==> src/rtl/sync_trk_pkg.sv <==
package sync_trk_pkg;
  typedef enum logic [1:0] {
    ST_LOST = 2'd0,
    ST_HUNT = 2'd1,
    ST_LOCK = 2'd2,
    ST_ERR  = 2'd3
  } trk_state_e;
endpackage

==> src/rtl/sync_hist_reg.sv <==
module sync_hist_reg #(
  parameter int W = 22
) (
  input  logic         clk,
  input  logic         rst_n,
  input  logic         shift_en,
  input  logic         bit_in,
  output logic [W-1:0] win_next
);
  logic [W-1:0] hist;

  // newest bit at index 0; window includes the bit being taken this clock
  assign win_next = {hist[W-2:0], bit_in};

  always_ff @(posedge clk) begin
    if (!rst_n)        hist <= '0;
    else if (shift_en) hist <= win_next;
  end
endmodule

==> src/rtl/sync_corr.sv <==
module sync_corr #(
  parameter int SYNC_W = 14,
  parameter int MAX_Q  = 3,
  localparam int MAXD  = 2 * MAX_Q,
  localparam int W     = SYNC_W + 2 * MAXD,
  localparam int NCAND = 2 * MAX_Q + 1,
  localparam int RAD_W = $clog2(MAX_Q + 1),
  localparam int OFF_W = $clog2(MAXD + 1) + 1,
  localparam int MC_W  = $clog2(SYNC_W + 1)
) (
  input  logic [W-1:0]            win,
  input  logic [SYNC_W-1:0]       pattern,
  input  logic [RAD_W-1:0]        radius,
  output logic                    exact_ctr,
  output logic                    exact_hit,
  output logic signed [OFF_W-1:0] hit_off,
  output logic [MC_W-1:0]         match_cnt
);
  logic [NCAND-1:0] exact;

  // candidate k sits at offset d = 2*(k-MAX_Q) bits from the expected end
  for (genvar k = 0; k < NCAND; k++) begin : g_cand
    localparam int BASE = 2 * (2 * MAX_Q - k);
    assign exact[k] = (win[BASE +: SYNC_W] == pattern);
  end

  assign exact_ctr = exact[MAX_Q];
  assign match_cnt = MC_W'($countones(~(win[MAXD +: SYNC_W] ^ pattern)));

  // nearest candidate first, earlier before later at equal distance
  always_comb begin
    exact_hit = 1'b0;
    hit_off   = '0;
    for (int j = 0; j <= MAX_Q; j++) begin
      if (!exact_hit && (j <= int'(radius))) begin
        if (exact[MAX_Q - j]) begin
          exact_hit = 1'b1;
          hit_off   = OFF_W'(-2 * j);
        end else if (exact[MAX_Q + j]) begin
          exact_hit = 1'b1;
          hit_off   = OFF_W'(2 * j);
        end
      end
    end
  end
endmodule

==> src/rtl/sync_trk_fsm.sv <==
module sync_trk_fsm
  import sync_trk_pkg::*;
#(
  parameter int FRAME_LEN = 4704,
  parameter int MAX_Q     = 3,
  parameter int SYNC_W    = 14,
  parameter int CRIT_W    = 4,
  localparam int MAXD     = 2 * MAX_Q,
  localparam int RAD_W    = $clog2(MAX_Q + 1),
  localparam int OFF_W    = $clog2(MAXD + 1) + 1,
  localparam int MC_W     = $clog2(SYNC_W + 1),
  localparam int TE_W     = $clog2(FRAME_LEN + MAXD)
) (
  input  logic                    clk,
  input  logic                    rst_n,
  input  logic                    bit_en,
  input  logic                    exact_ctr,
  input  logic                    exact_hit,
  input  logic signed [OFF_W-1:0] hit_off,
  input  logic [MC_W-1:0]         match_cnt,
  input  logic [MC_W-1:0]         thresh,
  input  logic [CRIT_W-1:0]       acq,
  input  logic [CRIT_W-1:0]       loss,
  output trk_state_e              state,
  output logic [CRIT_W-1:0]       err_cnt,
  output logic [RAD_W-1:0]        radius,
  output logic                    frame_start
);
  logic [CRIT_W-1:0] hits;
  logic [TE_W-1:0]   to_eval;
  logic              at_eval, tolerable;
  logic [CRIT_W:0]   hits_inc, err_inc;
  logic [RAD_W-1:0]  radius_wide;

  assign at_eval     = (to_eval == '0);
  assign tolerable   = (match_cnt >= thresh);
  assign hits_inc    = {1'b0, hits} + {{CRIT_W{1'b0}}, 1'b1};
  assign err_inc     = {1'b0, err_cnt} + {{CRIT_W{1'b0}}, 1'b1};
  assign radius_wide = tolerable ? radius :
                       (radius < RAD_W'(MAX_Q)) ? radius + 1'b1 : radius;

  always_ff @(posedge clk) begin
    if (!rst_n) begin
      state       <= ST_LOST;
      err_cnt     <= '0;
      radius      <= '0;
      hits        <= '0;
      to_eval     <= '0;
      frame_start <= 1'b0;
    end else begin
      frame_start <= 1'b0;
      if (bit_en) begin
        if (!at_eval) to_eval <= to_eval - 1'b1;
        unique case (state)
          ST_LOST: begin
            if (exact_ctr) begin
              to_eval <= TE_W'(FRAME_LEN - 1);
              hits    <= CRIT_W'(1);
              if (acq <= CRIT_W'(1)) begin
                state       <= ST_LOCK;
                frame_start <= 1'b1;
              end else begin
                state <= ST_HUNT;
              end
            end
          end
          ST_HUNT: begin
            if (at_eval) begin
              to_eval <= TE_W'(FRAME_LEN - 1);
              if (exact_ctr) begin
                hits <= hits_inc[CRIT_W-1:0];
                if (hits_inc >= {1'b0, acq}) begin
                  state       <= ST_LOCK;
                  frame_start <= 1'b1;
                end
              end else begin
                state <= ST_LOST;
                hits  <= '0;
              end
            end
          end
          ST_LOCK: begin
            if (at_eval) begin
              to_eval <= TE_W'(FRAME_LEN - 1);
              if (exact_ctr) begin
                frame_start <= 1'b1;
              end else if (loss <= CRIT_W'(1)) begin
                state   <= ST_LOST;
                err_cnt <= '0;
              end else begin
                state       <= ST_ERR;
                err_cnt     <= CRIT_W'(1);
                radius      <= tolerable ? '0 : RAD_W'(1);
                frame_start <= 1'b1;
              end
            end
          end
          ST_ERR: begin
            if (at_eval) begin
              if (exact_hit) begin
                state       <= ST_LOCK;
                err_cnt     <= '0;
                radius      <= '0;
                to_eval     <= TE_W'(FRAME_LEN - 1 + int'(hit_off));
                frame_start <= 1'b1;
              end else begin
                to_eval <= TE_W'(FRAME_LEN - 1);
                if (err_inc >= {1'b0, loss}) begin
                  state   <= ST_LOST;
                  err_cnt <= '0;
                  radius  <= '0;
                end else begin
                  err_cnt     <= err_inc[CRIT_W-1:0];
                  radius      <= radius_wide;
                  frame_start <= 1'b1;
                end
              end
            end
          end
          default: state <= ST_LOST;
        endcase
      end
    end
  end
endmodule

==> src/rtl/sync_frame_tracker.sv <==
module sync_frame_tracker
  import sync_trk_pkg::*;
#(
  parameter int SYNC_W    = 14,
  parameter int FRAME_LEN = 4704,
  parameter int MAX_Q     = 3,
  parameter int CRIT_W    = 4,
  localparam int MAXD     = 2 * MAX_Q,
  localparam int W        = SYNC_W + 2 * MAXD,
  localparam int RAD_W    = $clog2(MAX_Q + 1),
  localparam int OFF_W    = $clog2(MAXD + 1) + 1,
  localparam int MC_W     = $clog2(SYNC_W + 1)
) (
  input  logic              clk,
  input  logic              rst_n,
  input  logic              rx_valid,
  input  logic              rx_bit,
  output logic              rx_ready,
  input  logic [SYNC_W-1:0] sync_pattern,
  input  logic [MC_W-1:0]   match_thresh,
  input  logic [CRIT_W-1:0] acq_count,
  input  logic [CRIT_W-1:0] loss_count,
  output logic [1:0]        sync_state,
  output logic [CRIT_W-1:0] err_count,
  output logic              frame_start
);
  logic [W-1:0]            win;
  logic [RAD_W-1:0]        radius;
  logic                    exact_ctr, exact_hit;
  logic signed [OFF_W-1:0] hit_off;
  logic [MC_W-1:0]         match_cnt;
  trk_state_e              state;
  logic                    take;

  assign rx_ready   = 1'b1;
  assign take       = rx_valid;
  assign sync_state = state;

  sync_hist_reg #(.W(W)) u_hist (
    .clk      (clk),
    .rst_n    (rst_n),
    .shift_en (take),
    .bit_in   (rx_bit),
    .win_next (win)
  );

  sync_corr #(.SYNC_W(SYNC_W), .MAX_Q(MAX_Q)) u_corr (
    .win       (win),
    .pattern   (sync_pattern),
    .radius    (radius),
    .exact_ctr (exact_ctr),
    .exact_hit (exact_hit),
    .hit_off   (hit_off),
    .match_cnt (match_cnt)
  );

  sync_trk_fsm #(
    .FRAME_LEN (FRAME_LEN),
    .MAX_Q     (MAX_Q),
    .SYNC_W    (SYNC_W),
    .CRIT_W    (CRIT_W)
  ) u_fsm (
    .clk         (clk),
    .rst_n       (rst_n),
    .bit_en      (take),
    .exact_ctr   (exact_ctr),
    .exact_hit   (exact_hit),
    .hit_off     (hit_off),
    .match_cnt   (match_cnt),
    .thresh      (match_thresh),
    .acq         (acq_count),
    .loss        (loss_count),
    .state       (state),
    .err_cnt     (err_count),
    .radius      (radius),
    .frame_start (frame_start)
  );
endmodule

==> config.mk <==
export PLATFORM = sky130hd
export DESIGN_NAME = sync_frame_tracker
export DESIGN_NICKNAME = d
export VERILOG_FILES = /design/src/rtl/sync_trk_pkg.sv /design/src/rtl/sync_hist_reg.sv /design/src/rtl/sync_corr.sv /design/src/rtl/sync_trk_fsm.sv /design/src/rtl/sync_frame_tracker.sv
export SDC_FILE = /design/constraint.sdc
export NUM_CORES = 1
export LEC_CHECK = 0
export CAP_MARGIN = 5
export CORE_AREA = 5 5 96 98
export CTS_BUF_LIST = sky130_fd_sc_hd__clkbuf_4
export DETAILED_ROUTE_END_ITERATION = 8
export DIE_AREA = 0 0 101 103
export GPL_TIMING_DRIVEN = 1
export PLACE_DENSITY = 0.81
export SLEW_MARGIN = 20
export SYNTH_ARGS = -nofsm -noshare
export SYNTH_HDL_FRONTEND = slang
export SYNTH_SLANG_ARGS = --single-unit
==> constraint.sdc <==
create_clock -name clk -period 6.2 [get_ports clk]
set_input_delay 1.24 -clock clk [delete_from_list [all_inputs] [get_ports clk]]
set_output_delay 1.24 -clock clk [all_outputs]
set_load 0.05 [all_outputs]
==> impl_metrics.yaml <==
status:
  outcome: "finished clean"
power_and_ir_drop:
  power.leakage_nw: 2.192
  p_per_area_nw_per_um2: 237.0
  irDropWorstVdd_mv: 0.2944
floorplanning:
  fp.dieArea_um2: 10400
  start_util_pct: 57.87
  row_count: 34
  die_width_um: 101
  fp.dieH_um: 103
  core-area_um2: 8381
  pin_count: 38
drt:
  drtIter0Drc: 224
  drc_errors: 0
  wl_mm: 11.68
  dr.pass1.iters: 6
  routed.top_layer: "met4"
  num_vias: 4145
  via_per_inst: 5.921
  wl_per_cell_um: 16.69
  ant_nets: 0
  wl_met3_um: 711
  wl_met1_mm: 4.907
  wl_met2_mm: 5.822
timing:
  skew_ps: 16.07
  period_needed_ps: 5532
  rsz0062_at_grt: "no"
  timing.fmax_ghz: 0.1808
  period_share_pct: 89.22
  finalHoldViolations: 0
  tns_ps: 0
  worstMarginPinSlew_ps: 1055
  slew_viol_final: 0
  timing.slew.headroom_pct: 29.65
  finalSetupViolCount: 0
synthesis:
  synth_top_flop_cell: "dfxtp_1"
  ys_warn_count: 0
  synth_edf_count: 0
  syn_nets: 658
  syn_area_um2: 4850
  synthCells: 585
  yosysTopAreaCell: "dfxtp_1"
  synth_seq_cells: 51
  yosysUniqueCellTypes: 63
  synth_area_leaders: "dfxtp_1 21%, xnor2_1 11%, ha_1 8.5%, xor2_1 8.1%, mux2i_1 5.4%"
  synthArstFlopShare_pct: 0
  synth_seq_area_share_pct: 21.05
  yosysTopAreaCellShare_pct: 21.05
  syn_area_per_cell_um2: 8.290
layout:
  multi_input_area_um2: 3363
  regArea_um2: 1021
  fill_cells: 758
  drive_above_1_share_pct: 6.588
  syn_to_final_growth_pct: 7.224
  n_antenna_cell: 0
  fin_util_pct: 62.05
  fin_nets: 664
clock_tree:
  cts_tree: "yes"
  cts_buffers: 5
  post_cts_resize_count: 0
  cts-root-buf: "clkbuf_4"
  postCtsHoldBufs: 0
  cts_setup_buffers: 0
  htreeDepth: 2
  cts_buffer_depth: 2
  clk_latency_ps: 370
  clk_pin_slew_worst_paths_ps: 150
  cts.sinks: 51
grt:
  grt_pass1_wl_mm: 19.74
  grt-ovfl-total: 0
  grt_pass1_vias: 4191
  track_usage_pct: 23.19
  grt_max_degree: 44
  antenna_found_initial: 0
worst_hold_path:
  hold_class: "register to register"
setup_path:
  worst-path-buf-inv: 5
  worstSetupStartpointType: "primary input"
  arrival_ps: 5820
  worstPathRequired_ps: 6480
  cp_cell_sequence: "clkdlybuf4s50_1 > xnor2_1 > ha_1 > inv_1 > fa_1 > inv_1 > fa_1 > inv_1 > fa_1 > inv_1 > ha_1 > fa_1 > ha_1 > a21o_1 > a211oi_1 > o21ai_0 > a221oi_2"
  setup.worst_path.class: "primary input to register"
  crit_fanout: 4
  cp_slowest_cell: "fa_1"
  end_kind: "register"
  cpPeakStageDelay_ps: 540
  cp_top_family: "adder cells"
placed_design:
  place_hpwl_mm: 8.926
  io_buffers: 36
  gp_congestion: 0.9059
run:
  max_cap_viol_count: 0
## registers in the layout, summed over array words and instances (netlist names)
register	cells
u_fsm.state	2
u_fsm.hits	4
u_hist.hist	25
u_fsm.frame_start	1
u_fsm.to_eval	13
u_fsm.err_cnt	4
u_fsm.radius	2
## path summary, 6_finish.rpt
kind,startpoint,end,depth (start not counted),slack (ps)
max,sync_pattern[13],u_fsm.radius[0],17,670
min,u_fsm.hits[1],u_fsm.hits[1],2,510
max reg2reg,u_hist.hist[11],u_fsm.radius[0],14,1350
min reg2reg,u_fsm.hits[1],u_fsm.hits[1],2,510
## cell usage in the layout, fill, tap and decap left out, types with 13 or more instances in the layout
cell	instances
o21ai_0	21
xnor2_1	59
nor4_1	15
inv_1	38
buf_4	13
clkdlybuf4s50_1	35
mux2i_1	26
a21oi_1	25
dfxtp_1	51
ha_1	33
nor2_1	56
nand4_1	19
xor2_1	45
nand2_1	34
## cell type report
class,count,share of cell area [%]
clock buffer,5,0.7218
clock inverter,3,0.8422
inverter,39,2.815
multi-input combinational,445,64.68
sequential,51,19.63
tap,108,2.599
timing repair buffer,49,8.710
## tightest hold or removal path, delay by kind of cell (launching register included)
family	cells	cell delay, ps
AOI/OAI and AO/OA	1	50
DFF	1	360
and+or+nand+nor	1	60
## where the power goes
part           switching [mW]  internal (mW)  total, mW
clock network           0.106         0.0851      0.191
registers              0.0443          0.365      0.409
logic                   0.368          0.265      0.632
total                   0.518          0.714       1.23
## cells in the mapped netlist, types with 3 or more instances
cell,count
and3_1,3
o211ai_1,3
a31oi_1,5
fa_1,10
a21o_1,7
buf_6,4
and4_1,3
clkbuf_1,14
a211oi_1,6
nor2_1,56
xor2_1,45
xor2_2,3
a21boi_0,3
nand3_1,8
or2_2,3
nor3_1,10
nand2_1,34
nor4b_1,3
buf_2,4
nand2b_1,5
buf_4,25
a21oi_1,25
ha_1,33
inv_1,38
nand4_1,19
dfxtp_1,51
o21ai_0,21
mux2i_1,26
nor4_1,15
xnor2_1,59
or3_1,3
o31ai_1,3
## cells by family after synthesis
kind of cell / after synthesis / synth area share [%]
other cells: 1 / 0.07733
buf+inv: 89 / 9.597
mux: 26 / 5.366
flops: 51 / 21.05
xor+xnor: 107 / 19.79
fa+ha+maj: 43 / 12.64
compound gates: 94 / 13.18
simple gates: 174 / 18.29
## through the flow
step | std cells | total power, mW | instance area [um2] | worst slack (ps) | hold slack [ps]
3_3_place_gp | 692 | 1.017 | 5119 | 506.6 | 468.2
5_1_grt | 700 | 1.347 | 5200 | 460.2 | 535.4
3_5_place_dp | 692 | 1.037 | 5119 | 286.3 | 475.0
6_report | 700 | 1.233 | 5200 | 668.1 | 505.7
2_1_floorplan | 585 | 0.8962 | 4850 | 965.0 | 449.2
4_1_cts | 700 | 1.233 | 5200 | 654.2 | 493.9
## routing by layer
layer	track usage (%)	up-vias
met5	0	-
met4	7.362	0
met3	3.180	31
met2	42.18	147
met1	28.29	1961
li1	-	2006
No activity file was read; power rests on OpenSTA's default activity.
